$ cat src/rtl/tnic_pkg.sv
package tnic_pkg;
    localparam int OP_W = 4;

    localparam logic [OP_W-1:0] OPC_CFG    = 4'h1;
    localparam logic [OP_W-1:0] OPC_LOAD   = 4'h2;
    localparam logic [OP_W-1:0] OPC_READ   = 4'h3;
    localparam logic [OP_W-1:0] OPC_START  = 4'h4;
    localparam logic [OP_W-1:0] OPC_STREAM = 4'h5;
    localparam logic [OP_W-1:0] OPC_WAIT   = 4'h6;
    localparam logic [OP_W-1:0] OPC_RESET  = 4'h7;
    localparam logic [OP_W-1:0] OPC_DONE   = 4'hF;

    typedef enum logic [3:0] {
        ST_IDLE, ST_BASE, ST_LEN, ST_CFG, ST_LOAD,
        ST_RISS, ST_RWAIT, ST_RSEND, ST_STRM, ST_DONE
    } state_e;

    typedef enum logic [2:0] {
        CMD_DROP, CMD_CFG, CMD_LOAD, CMD_READ,
        CMD_START, CMD_STREAM, CMD_WAIT, CMD_RESET
    } cmd_e;
endpackage

$ cat src/rtl/tnic_decode.sv
module tnic_decode
    import tnic_pkg::*;
(
    input  logic [OP_W-1:0] opcode,
    input  logic            running,
    output cmd_e            kind,
    output logic            allowed
);
    always_comb begin
        case (opcode)
            OPC_CFG:    kind = CMD_CFG;
            OPC_LOAD:   kind = CMD_LOAD;
            OPC_READ:   kind = CMD_READ;
            OPC_START:  kind = CMD_START;
            OPC_STREAM: kind = CMD_STREAM;
            OPC_WAIT:   kind = CMD_WAIT;
            OPC_RESET:  kind = CMD_RESET;
            default:    kind = CMD_DROP;
        endcase
        // block mode: only a reset may enter while the tile runs
        allowed = !running || (kind == CMD_RESET);
    end
endmodule

$ cat src/rtl/tnic_xfer_ctr.sv
module tnic_xfer_ctr #(
    parameter int ADDR_W = 11,
    parameter int CNT_W  = 16
) (
    input  logic              clk,
    input  logic              rst_n,
    input  logic              clr,
    input  logic              ld_base,
    input  logic [ADDR_W-1:0] base_in,
    input  logic              ld_len,
    input  logic [CNT_W-1:0]  len_in,
    input  logic              inc_addr,
    input  logic              dec_cnt,
    output logic [ADDR_W-1:0] addr,
    output logic              last
);
    logic [CNT_W-1:0] cnt_q;

    always_ff @(posedge clk or negedge rst_n) begin
        if (!rst_n) begin
            addr  <= '0;
            cnt_q <= '0;
        end else if (clr) begin
            addr  <= '0;
            cnt_q <= '0;
        end else begin
            if (ld_base)       addr <= base_in;
            else if (inc_addr) addr <= addr + 1'b1;
            if (ld_len)        cnt_q <= len_in;
            else if (dec_cnt)  cnt_q <= cnt_q - 1'b1;
        end
    end

    assign last = (cnt_q == CNT_W'(1));
endmodule

$ cat src/rtl/tile_ni_ctrl.sv
module tile_ni_ctrl
    import tnic_pkg::*;
#(
    parameter int WORD_W = 16,
    parameter int ADDR_W = 11,
    parameter int SEL_W  = 4,
    parameter int CNT_W  = 16
) (
    input  logic              clk,
    input  logic              rst_n,
    input  logic [WORD_W-1:0] net_in_data,
    input  logic              net_in_valid,
    output logic              net_in_ready,
    output logic [WORD_W-1:0] net_out_data,
    output logic              net_out_valid,
    input  logic              net_out_ready,
    output logic              cfg_we,
    output logic [ADDR_W-1:0] cfg_addr,
    output logic [WORD_W-1:0] cfg_wdata,
    output logic [SEL_W-1:0]  mem_sel,
    output logic              mem_we,
    output logic              mem_rd,
    output logic [ADDR_W-1:0] mem_addr,
    output logic [WORD_W-1:0] mem_wdata,
    input  logic [WORD_W-1:0] mem_rdata,
    output logic              seq_run,
    output logic              seq_clear,
    input  logic              tile_done,
    output logic [WORD_W-1:0] str_in_data,
    output logic              str_in_valid,
    input  logic              str_in_ready,
    input  logic [WORD_W-1:0] str_out_data,
    input  logic              str_out_valid,
    output logic              str_out_ready
);
    localparam int ARG_W = WORD_W - OP_W;
    localparam logic [WORD_W-1:0] DONE_WORD = {OPC_DONE, {ARG_W{1'b0}}};

    state_e            state_q, state_d;
    logic              run_q, run_d;
    cmd_e              op_q, kind;
    logic              allowed;
    logic [SEL_W-1:0]  sel_q;
    logic [WORD_W-1:0] out_q;
    logic              ctr_clr, ld_base, ld_len, inc_addr, dec_cnt, last;
    logic [ADDR_W-1:0] addr;
    logic              len_zero;

    tnic_decode u_dec (
        .opcode  (net_in_data[WORD_W-1 -: OP_W]),
        .running (run_q),
        .kind    (kind),
        .allowed (allowed)
    );

    tnic_xfer_ctr #(.ADDR_W(ADDR_W), .CNT_W(CNT_W)) u_ctr (
        .clk      (clk),
        .rst_n    (rst_n),
        .clr      (ctr_clr),
        .ld_base  (ld_base),
        .base_in  (net_in_data[ADDR_W-1:0]),
        .ld_len   (ld_len),
        .len_in   (net_in_data[CNT_W-1:0]),
        .inc_addr (inc_addr),
        .dec_cnt  (dec_cnt),
        .addr     (addr),
        .last     (last)
    );

    assign len_zero = (net_in_data[CNT_W-1:0] == '0);

    // state and data registers
    always_ff @(posedge clk or negedge rst_n) begin
        if (!rst_n) begin
            state_q <= ST_IDLE;
            run_q   <= 1'b0;
            op_q    <= CMD_DROP;
            sel_q   <= '0;
            out_q   <= '0;
        end else begin
            state_q <= state_d;
            run_q   <= run_d;
            if (state_q == ST_IDLE && state_d == ST_BASE) begin
                op_q  <= kind;
                sel_q <= net_in_data[SEL_W-1:0];
            end
            if (state_q == ST_RWAIT) out_q <= mem_rdata;
        end
    end

    // next state
    always_comb begin
        state_d = state_q;
        run_d   = run_q;
        unique case (state_q)
            ST_IDLE: begin
                if (net_in_valid && allowed && kind == CMD_RESET) begin
                    run_d = 1'b0;
                end else if (run_q && tile_done) begin
                    run_d   = 1'b0;
                    state_d = ST_DONE;
                end else if (net_in_valid && allowed) begin
                    case (kind)
                        CMD_CFG, CMD_LOAD, CMD_READ: state_d = ST_BASE;
                        CMD_START:  run_d = 1'b1;
                        CMD_STREAM: begin
                            run_d   = 1'b1;
                            state_d = ST_STRM;
                        end
                        default: ;
                    endcase
                end
            end
            ST_BASE: if (net_in_valid) state_d = ST_LEN;
            ST_LEN: begin
                if (net_in_valid) begin
                    if (len_zero)              state_d = ST_IDLE;
                    else if (op_q == CMD_CFG)  state_d = ST_CFG;
                    else if (op_q == CMD_LOAD) state_d = ST_LOAD;
                    else                       state_d = ST_RISS;
                end
            end
            ST_CFG, ST_LOAD: if (net_in_valid && last) state_d = ST_IDLE;
            ST_RISS:  state_d = ST_RWAIT;
            ST_RWAIT: state_d = ST_RSEND;
            ST_RSEND: if (net_out_ready) state_d = last ? ST_IDLE : ST_RISS;
            ST_STRM: begin
                if (tile_done) begin
                    run_d   = 1'b0;
                    state_d = ST_DONE;
                end
            end
            ST_DONE: if (net_out_ready) state_d = ST_IDLE;
            default: state_d = ST_IDLE;
        endcase
    end

    // outputs
    always_comb begin
        net_in_ready  = 1'b0;
        net_out_valid = 1'b0;
        net_out_data  = out_q;
        cfg_we        = 1'b0;
        mem_we        = 1'b0;
        mem_rd        = 1'b0;
        seq_clear     = 1'b0;
        str_in_valid  = 1'b0;
        str_out_ready = 1'b0;
        ctr_clr       = 1'b0;
        ld_base       = 1'b0;
        ld_len        = 1'b0;
        inc_addr      = 1'b0;
        dec_cnt       = 1'b0;
        unique case (state_q)
            ST_IDLE: begin
                net_in_ready = allowed;
                seq_clear    = net_in_valid && allowed && (kind == CMD_RESET);
                ctr_clr      = seq_clear;
            end
            ST_BASE: begin
                net_in_ready = 1'b1;
                ld_base      = net_in_valid;
            end
            ST_LEN: begin
                net_in_ready = 1'b1;
                ld_len       = net_in_valid;
            end
            ST_CFG: begin
                net_in_ready = 1'b1;
                cfg_we       = net_in_valid;
                inc_addr     = net_in_valid;
                dec_cnt      = net_in_valid;
            end
            ST_LOAD: begin
                net_in_ready = 1'b1;
                mem_we       = net_in_valid;
                inc_addr     = net_in_valid;
                dec_cnt      = net_in_valid;
            end
            ST_RISS: begin
                mem_rd   = 1'b1;
                inc_addr = 1'b1;
            end
            ST_RWAIT: ;
            ST_RSEND: begin
                net_out_valid = 1'b1;
                dec_cnt       = net_out_ready;
            end
            ST_STRM: begin
                str_in_valid  = net_in_valid;
                net_in_ready  = str_in_ready;
                net_out_valid = str_out_valid;
                net_out_data  = str_out_data;
                str_out_ready = net_out_ready;
            end
            ST_DONE: begin
                net_out_valid = 1'b1;
                net_out_data  = DONE_WORD;
            end
            default: ;
        endcase
    end

    assign seq_run     = run_q;
    assign mem_sel     = sel_q;
    assign cfg_addr    = addr;
    assign mem_addr    = addr;
    assign cfg_wdata   = net_in_data;
    assign mem_wdata   = net_in_data;
    assign str_in_data = net_in_data;
endmodule

$ cat config.mk
export PLATFORM = sky130hd
export DESIGN_NAME = tile_ni_ctrl
export DESIGN_NICKNAME = d
export VERILOG_FILES = /design/src/rtl/tnic_pkg.sv /design/src/rtl/tnic_decode.sv /design/src/rtl/tnic_xfer_ctr.sv /design/src/rtl/tile_ni_ctrl.sv
export SDC_FILE = /design/constraint.sdc
export NUM_CORES = 1
export LEC_CHECK = 0
export ABC_AREA = 1
export CAP_MARGIN = 40
export CORE_MARGIN = 4
export CORE_UTILIZATION = 38
export DETAILED_ROUTE_END_ITERATION = 10
export GPL_ROUTABILITY_DRIVEN = 0
export PLACE_DENSITY = 0.73
export SLEW_MARGIN = 30
export SYNTH_ARGS = -nofsm -noshare
export SYNTH_HDL_FRONTEND = slang
export SYNTH_SLANG_ARGS = --single-unit
$ cat constraint.sdc
create_clock -name clk -period 2.2 [get_ports clk]
set_input_delay 0.55 -clock clk [delete_from_list [all_inputs] [get_ports clk]]
set_output_delay 0.55 -clock clk [all_outputs]
set_load 0.02 [all_outputs]
## Word level (Yosys, flattened, before mapping)

Index checks and enable logic that the tools add are counted.

- Register bits after elaboration: 55
- Input bits: 55

- $add $sub $neg: 2
- Multiplexer cells: 41
- Reductions and logical operators: 18
- Equality and inequality tests: 29

Operators by type and width:

| cell | number |
|---|---|
| two-way mux 16 bit | 3 |
| two-way mux 4 bit | 9 |
| case mux 4 bit (9 select lines) | 1 |
| two-way mux 11 bit | 3 |
| equality test 4 x 3 -> 1 bit, second input constant | 8 |
| case mux 16 bit (2 select lines) | 1 |
| case mux 3 bit (7 select lines) | 1 |
| equality test 16 x 1 -> 1 bit, second input constant | 1 |
| equality test 4 x 2 -> 1 bit, second input constant | 4 |
| zero test 16 bit | 1 |
| subtractor 16 x 1 -> 16 bit, second input constant | 1 |
| two-way mux 1 bit | 14 |
| equality test 4 x 1 -> 1 bit, second input constant | 3 |
| adder 11 x 1 -> 11 bit, second input constant | 1 |
| equality test 3 x 2 -> 1 bit, second input constant | 3 |
| equality test 3 bit, second input constant | 3 |
| two-way mux 3 bit | 3 |
| equality test 4 bit, second input constant | 2 |
| case mux 1 bit (2 select lines) | 4 |
| case mux 4 bit (2 select lines) | 1 |
| equality test 3 x 1 -> 1 bit, second input constant | 2 |
| nonzero test 3 bit | 2 |
| OR reduction 2 bit | 3 |
| logical AND 1 bit | 5 |
| 11 further kinds | 11 |

## Depth between registers and ports, before layout

Gate-level depths: netlist (run 1).

- Word-level depth: 11
- Depth in mapped cells: 13
- Depth with buffers taken out: 13

## Cells and area by module

From an unflattened synthesis (run 1), not the netlist that was laid out.

- Cells, all modules: 605
- Area total of the unflattened synthesis: 4,235.3 µm²

By module, submodules not included:

| module | cells an instance | instances | area each (µm²) |
|---|---|---|---|
| tile_ni_ctrl | 291 | 1 | 2,208.4 |
| tnic_xfer_ctr | 304 | 1 | 1,986.9 |
| tnic_decode | 10 | 1 | 40.0 |

## Worst setup path after synthesis (run 1)

Ideal clock, no wire load.

- Kind: register -> register
- Start point: register state_q[3]
- End point: register u_ctr.addr[7]
- Required time: 2,124 ps
- Path buffers: 1
- Stages on the path, launching flop included: 9
- Setup slack: 255 ps
- Arrival: 1,868 ps
- Setup time: 76 ps
- Cell sequence: dfrtp_1 buf_2 nor4_1 nor2_2 nand2_4 inv_2 a21oi_1 o21ai_1 o21ai_1

- Word-level cells in the longest chain between the ends: 4

Ends and longest elaborated chain:

| element | line | text |
|---|---|---|
| start: declaration | tile_ni_ctrl.sv:39 | `state_e state_q, state_d;` |
| start signal: assignment | tile_ni_ctrl.sv:81 | `state_q <= state_d;` |
| equality test 4 x 3 -> 1 bit, or another cell as far along | tile_ni_ctrl.sv:154 | `unique case (state_q)` |
| OR reduction 2 bit (no line) / two-way mux 1 bit (equally long branches) | n/a |  |
| case mux 1 bit (2 select lines) / two-way mux 11 bit (equally long branches) | tile_ni_ctrl.sv:154, tnic_xfer_ctr.sv:27 |  |
| nonzero test 3 bit (no line) / two-way mux 11 bit (equally long branches) | n/a |  |
| end signal: assignment | tnic_xfer_ctr.sv:27 | `if (ld_base) addr <= base_in;` |
| end signal: assignment | tnic_xfer_ctr.sv:28 | `else if (inc_addr) addr <= addr + 1'b1;` |
| end: declaration | tnic_xfer_ctr.sv:14 | `output logic [ADDR_W-1:0] addr,` |

Parallel ways exist; a longest one is shown, timed or not.
A chain may end at the register's enable or synchronous reset.

## Worst setup path in the final report (run 1)

- Start point: register state_q[2]
- End point: output net_in_ready

- Word-level cells in the longest chain between the ends: 3

Ends and longest elaborated chain:

| element | line | text |
|---|---|---|
| equality test 4 x 3 -> 1 bit, or another cell as far along | tile_ni_ctrl.sv:154 |  |
| OR reduction 4 bit (no line) | n/a |  |
| case mux 1 bit (3 select lines) * | tile_ni_ctrl.sv:154 |  |
| end: declaration | tile_ni_ctrl.sv:13 | `output logic net_in_ready,` |

Every way passes the cells marked *; elsewhere a longest branch is shown, timed or not.

==> metrics.md, run 1 <==
| Metric | Value |
|---|---|
| Via-per-instance ratio | `~4.9` |
| Pwr per Cell Area | `1200 nW/um^2` |
| Final setup margin | `between 0.04 and 0.05 ns` |
| DIE HEIGHT | `about 110 um` |
| Detail Route Antenna Nets | `0` |
| Final hold violations | `0` |
| Most common cell in the netlist | `nand2_1` |
| EDFF count, synth | `0` |
| WP data arrival | `1.60 ns` |
| Worst-skew pair later-pin latency | `a little over 0.3 ns` |
| H-tree levels | `2` |
| DP Wirelength | `about 9000 um` |
| Leading area contributor after synthesis | `dfrtp_1` |
| Asr flop ratio synth | `1.00` |
| VDD IR max | `between 0.7 and 0.8 mV` |
| Buf/Inv on CP | `3` |
| Core area | `around 10000 um^2` |
| Synth Flop Type | `dfrtp_1` |
| Clk root buf | `clkbuf_8` |
| CP peak stage delay | `around 0.45 ns` |
| Distinct cells, synth | `32` |
| Synthesis Warnings | `0` |
| Slew Limit Headroom | `0.675` |
| Largest cells by area after synthesis | `dfrtp_1, nand2_1, buf_4` |
| Leak | `2.81 nW` |
| Period utilization | `0.979` |
| Hold Path Class | `in2async` |
| WL per Instance | `~14 um` |
| Initial antenna violation count | `0` |
| Skew final | `0.00984 ns` |
| Final setup TNS | `0 ns` |
| Sequential cell area | `around 1400 um^2` |
| Maximum clock path buffer count | `2` |
| Crit. End Element | `output pin` |
| Pins Over Slew Limit | `0` |
| Vias | `about 4000` |
| First-pass GRT wire length | `about 18000 um` |
| # rows | `37` |
| Status | `finished clean` |
| Largest net degree at the start of global routing | `37` |
| Top-area cell type share of the netlist area | `0.347` |
| Area delta synth->final | `43.4%` |
| Worst Reg-to-Reg Cells | `11` |
| Part of the Yosys area used for sequential elements | `0.347` |
| Least-Margin Pin Slew | `between 0.4 and 0.5 ns` |
| Layout net count | `around 750` |
| Cts hold-fix bufs | `0` |
| Remaining Overflow, GRT | `0` |
| Cell family with most CP delay | `simple AND/OR/NAND/NOR gates` |
| Synth Register Bits | `between 50 and 60` |
| Worst-path cell chain | `inv_2 -> buf_12 -> nor2_4 -> nand3_1 -> nand2_1 -> nor2_2 -> nand3_2 -> buf_6` |
| Minimum clock period | `between 2 and 2.5 ns` |
| Synth cell count leaders | `nand2_1, buf_4, dfrtp_1, inv_1, nor2_1` |
| CP Depth | `8` |
| DR iter-0 viols | `between 100 and 150` |
| Global-route usage over all layers | `0.185` |
| Synthesized cell area | `around 4000 um^2` |
| CP Launch Type | `flop` |
| N_diodes | `0` |
| Multi-input logic area | `between 1500 and 2000 um^2` |
| IO Port Bufs | `roughly 150` |
| CTS Buf Count | `5` |
| Pre-CTS setup slack | `-0.523 ns` |
| DRC viols | `0` |
| Post-detailed-routing wire length | `11600 um` |
| Crit-path max FO | `3` |
| Post-Synthesis Mean Instance Area | `roughly 7.4 um^2` |
| Die area | `~12000 um^2` |
| Net Count, Synth | `a little under 600` |
| Vias in the first global route | `3888` |
| CTS tree | `built` |
| Clk slew on worst S/H paths | `0.10 ns` |
| DR pass1 iterations | `4` |
| Initial Utilization | `0.388` |
| Critical path class | `reg2out` |
| Required @ worst endpoint | `1.65 ns` |
| Crit-path slowest cell | `dfrtp_2` |
| IO Count | `154` |
| Max-Cap Viols | `0` |
| Fill count | `between 900 and 1000` |
| Share of layout cells above drive strength 1 | `0.226` |
| Final Setup Violations | `0` |
| Die width | `between 100 and 150 um` |
| Post-Syn Instances | `539` |
| FMAX | `about 0.46 GHz` |
| Sink Count | `55` |
-- worst reg2reg max path, stage by stage (launching register included) --
cell,delay (ns)
dfrtp_2,0.45
inv_2,0.10
buf_12,0.11
nor2_4,0.03
buf_4,0.13
nand2_1,0.09
nor2_1,0.08
nor3_2,0.30
nand2_1,0.14
inv_1,0.21
nand2_1,0.08
o21ai_1,0.08
-- through the flow --
step	hold slack (ns)	util	total power [mW]	cells	area, um^2
final	0.186	0.556	6.84	827	5690
after global routing	0.214	0.556	7.35	827	5690
after CTS	0.194	0.562	6.93	826	5750
after detailed placement	0.466	0.551	6.18	817	5640
after global placement	0.457	0.551	6.07	817	5640
after floorplan	0.254	-	4.43	539	3970
-- placed cells by master, fill, tap and decap left out, types with 14 or more instances in the layout --
master,instances
o21ai_0,30
mux2_2,16
a21oi_1,17
inv_2,14
nor2_1,39
o21ai_1,24
buf_2,20
inv_1,41
buf_4,57
dlygate4sd2_1,47
nand3_1,33
nand2_1,122
dfrtp_1,53
clkdlybuf4s50_1,81
-- cell families after synthesis --
| family | after synthesis | synth area share |
|---|---|---|
| adders and majority gates | 3 | 0.00946 |
| and+or+nand+nor | 232 | 0.263 |
| DFF | 55 | 0.347 |
| muxes | 17 | 0.0479 |
| buffers and inverters | 127 | 0.178 |
| xor gates and xnor gates | 12 | 0.0265 |
| AOI/OAI and AO/OA | 93 | 0.129 |
-- where the power goes --
group          internal [mW]  switching (mW)  total, mW
logic                   1.76            2.49       4.24
registers               1.42           0.374       1.79
clock network          0.454           0.350      0.804
-- per-layer routing --
metal	track usage	part of all wire
met1	0.230	0.41
met2	0.335	0.50
met4	0.0519	0.017
met3	0.0268	0.068
met5	0	0
-- what timing repair did --
action                                  CTS  global route
pin swaps                                 2             0
gates resized for setup                 135            32
buffers inserted                          1             1
endpoints found under the setup margin   72            23
-- worst paths after layout --
path,from,endpoint,slack [ns]
worst max-delay path,state_q[2]$_DFF_PN0_,net_in_ready,0.05
worst min-delay path,rst_n,out_q[4]$_DFFE_PN0P_,0.19
worst max register to register,state_q[2]$_DFF_PN0_,u_ctr.cnt_q[15]$_DFFE_PN0P_,0.32
worst min register to register,mem_sel[2]$_DFFE_PN0P_,mem_sel[2]$_DFFE_PN0P_,0.49
max in group asynchronous,rst_n,out_q[14]$_DFFE_PN0P_,1.45
min in group clk,mem_sel[2]$_DFFE_PN0P_,mem_sel[2]$_DFFE_PN0P_,0.49
-- registers in the layout, summed over array words and instances, names as in the netlist --
name and flops:
u_ctr.addr 11, op_q 3, mem_sel 4, seq_run 1, state_q 4, u_ctr.cnt_q 16, out_q 16
-- area by class of cell --
cell class,instances,share of cell area
Clock inverter,3,0.0119
Multi-Input combinational cell,357,0.339
Clock buffer,5,0.0121
Timing Repair Buffer,214,0.326
Inverter,57,0.0385
Sequential cell,55,0.242
Tap cell,136,0.0299
Note: power is estimated with default switching activity, not from simulation.
==> run 2, diff against run 1 <==
--- a/config.mk
+++ b/config.mk
@@ -8,10 +8,10 @@
 export ABC_AREA = 1
 export CAP_MARGIN = 40
 export CORE_MARGIN = 4
-export CORE_UTILIZATION = 38
+export CORE_UTILIZATION = 45
 export DETAILED_ROUTE_END_ITERATION = 10
 export GPL_ROUTABILITY_DRIVEN = 0
-export PLACE_DENSITY = 0.73
+export PLACE_DENSITY = 0.84
 export SLEW_MARGIN = 30
 export SYNTH_ARGS = -nofsm -noshare
 export SYNTH_HDL_FRONTEND = slang
==> run 2 against run 1 <==
  * First-iteration DRC count rose by 140%
  * Combinational power rose by 3%
  * Hold slack improved by 0.012 ns
  * Highest routed layer unchanged
  * Critical path depth did not move
  * Flip-flop and latch count did not move
  * Clock power rose by 0.6%
  * Final cell count fell by 2.9%
  * Routed wire length rose by 5.7%
  * Worst setup slack got worse by 0.023 ns
  * Die area fell by 14%
  * Cell area rose by 0.51%
  * Register-to-register slack barely moved
==> metrics.md, run 2 (synthesis results as in run 1) <==
| Metric | Value |
|---|---|
| N_diodes | `0 (unchanged)` |
| Hold Path Class | `in2async` |
| Met3 track demand over resource | `0.0259 (-0.000852)` |
| Share of layout cells above drive strength 1 | `0.231 (+0.00490)` |
| Biggest regs | `out_q (16), u_ctr.cnt_q (16), u_ctr.addr (11)` |
| Period utilization | `0.989 (+0.0106)` |
| Detail Route Antenna Nets | `0 (unchanged)` |
| Fill count | `671 (-32%)` |
| Die width | `102 um (-7.5%)` |
| Crit. End Element | `output pin` |
| Pwr per Cell Area | `1210 nW/um^2 (+0.88%)` |
| DP Wirelength | `9230 um (+0.48%)` |
| Skew final | `0.0156 ns (+0.00577 ns)` |
| Slew Limit Headroom | `0.674 (-0.000745)` |
| Area delta synth->final | `44.1%` |
| RSZ-0062 raised after global routing | `yes` |
| Status | `finished clean` |
| CTS Buf Count | `5 (unchanged)` |
| H-tree levels | `2 (unchanged)` |
| DIE HEIGHT | `102 um (-7.5%)` |
| Remaining Overflow, GRT | `0 (unchanged)` |
| Post-detailed-routing wire length | `12200 um (+5.7%)` |
| DRC viols | `0 (unchanged)` |
| WP data arrival | `1.63 ns (+0.03 ns)` |
| First-pass GRT wire length | `19600 um (+8.4%)` |
| Die area | `10400 um^2 (-14%)` |
| Most frequent cells in the layout | `nand2_1, clkdlybuf4s50_1, buf_4` |
| FMAX | `0.459 GHz (-1.1%)` |
| Largest net degree at the start of global routing | `56 (+51%)` |
| CP Launch Type | `input port` |
| Power Total | `6.93 mW (+1.4%)` |
| Fin Hold WS | `0.198 ns (+0.0122 ns)` |
| Sink Count | `55 (unchanged)` |
| Via-per-instance ratio | `5.32 (+8.5%)` |
| Crit-path max FO | `2 (-1)` |
| Maximum clock path buffer count | `2 (unchanged)` |
| Critical path class | `in2out` |
| Sequential cell area | `1380 um^2 (unchanged)` |
| Final Util | `0.682 (+0.126)` |
| Worst-skew pair later-pin latency | `0.32 ns (about the same)` |
| Max-Cap Viols | `0 (unchanged)` |
| Met1 Use GR | `0.306 (+0.0762)` |
| WL per Instance | `15.2 um (+8.9%)` |
| Vias | `4273 (+5.4%)` |
| GRT met2 Usage | `0.405 (+0.0700)` |
| Cts hold-fix bufs | `0 (unchanged)` |
| Gr busiest metal | `met2` |
| # rows | `33 (-11%)` |
| Layout net count | `755 (+0.94%)` |
| Final Setup Violations | `0 (unchanged)` |
| Final hold violations | `0 (unchanged)` |
| Clk slew on worst S/H paths | `0.10 ns (about the same)` |
| Multi-input logic area | `1930 um^2 (+0.26%)` |
| Initial Utilization | `0.473 (+0.0855)` |
| Leak | `2.87 nW (+1.9%)` |
| Commonest non-fill, non-tap cell in the layout | `nand2_1` |
| Non-Filler Instances | `803 (-2.9%)` |
| Required @ worst endpoint | `1.65 ns (about the same)` |
| IO Count | `154 (unchanged)` |
| Minimum clock period | `2.18 ns (+0.0234 ns)` |
| Clk root buf | `clkbuf_8` |
| Global-route usage over all layers | `0.231 (+0.0460)` |
| CTS tree | `built` |
| VDD IR max | `0.577 mV (-26%)` |
| DP Cell Count | `790 (-3.3%)` |
| DR pass1 iterations | `5 (+1)` |
| IO Port Bufs | `153 (unchanged)` |
| Initial antenna violation count | `0 (unchanged)` |
| DR iter-0 viols | `328 (+140%)` |
| Core area | `8380 um^2 (-18%)` |
| Pins Over Slew Limit | `0 (unchanged)` |
| Vias in the first global route | `4046 (+4.1%)` |
| Least-Margin Pin Slew | `0.485 ns (-0.00261 ns)` |
## run 2: cell types whose count changed in the layout (fill, tap and decap cells not counted), moves of 3 or more
cell / change
clkbuf_2: +3
buf_2: -7
clkdlybuf4s50_1: -3
o21ai_1: -4
buf_4: +10
o21ai_0: +4
## run 2: cell type report
type | instances | area share
clock buffer | 6 | 0.0127
multi-input combinational | 357 | 0.338
tap | 105 | 0.0230
clock inverter | 2 | 0.0105
inverter | 57 | 0.0374
timing repair buffer | 221 | 0.337
sequential | 55 | 0.241
## run 2: report_power, final
group / leakage (nW) / switching [mW] / internal (mW) / total [mW]
Sequential: 0.686 / 0.357 / 1.41 / 1.77
Combinational: 2.12 / 2.56 / 1.79 / 4.35
Clock: 0.0654 / 0.353 / 0.455 / 0.809
Total: 2.87 / 3.27 / 3.67 / 6.93
## run 2: worst paths after layout
check,from,to,slack [ns],cells after the start
min reg2reg,mem_sel[2]$_DFFE_PN0P_,mem_sel[2]$_DFFE_PN0P_,0.49,2
max in group asynchronous,rst_n,state_q[1]$_DFF_PN0_,1.71,2
min in group clk,mem_sel[2]$_DFFE_PN0P_,mem_sel[2]$_DFFE_PN0P_,0.49,2
max reg2reg,state_q[2]$_DFF_PN0_,op_q[0]$_DFFE_PN0P_,0.31,12
min,rst_n,out_q[14]$_DFFE_PN0P_,0.20,2
max,net_in_data[13],net_in_ready,0.02,8
## run 2: critical path, cell delays in order
cell and delay [ns]:
clkdlybuf4s50_1 0.48, nand2_1 0.06, inv_1 0.10, nand2_1 0.08, nand2_1 0.09, nand2_1 0.07, nand3_2 0.08, buf_6 0.12
## run 2: layer usage
metal,part of all wire,routed length [um],up-vias
met5,0,0,-
met4,0.024,288,0
met3,0.067,819,31
met2,0.52,6370,221
met1,0.39,4740,2008
li1,-,-,2013
## run 2: timing repair
action | in CTS | in global routing
hold endpoints to repair | 0 | 0
gates resized for setup | 128 | 37
buffers inserted | 3 | 2
endpoints found under the setup margin | 72 | 35
pin swaps | 1 | 4
## run 2: metrics by stage
stage                     area [um^2]  worst slack [ns]  TNS, ns
after floorplan                  3970             0.255        0
after global placement           5620            -0.484    -7.59
after detailed placement         5620            -0.519   -10.38
after CTS                        5730           -0.0318  -0.0318
after global routing             5720           -0.0904   -0.454
final                            5720            0.0235        0
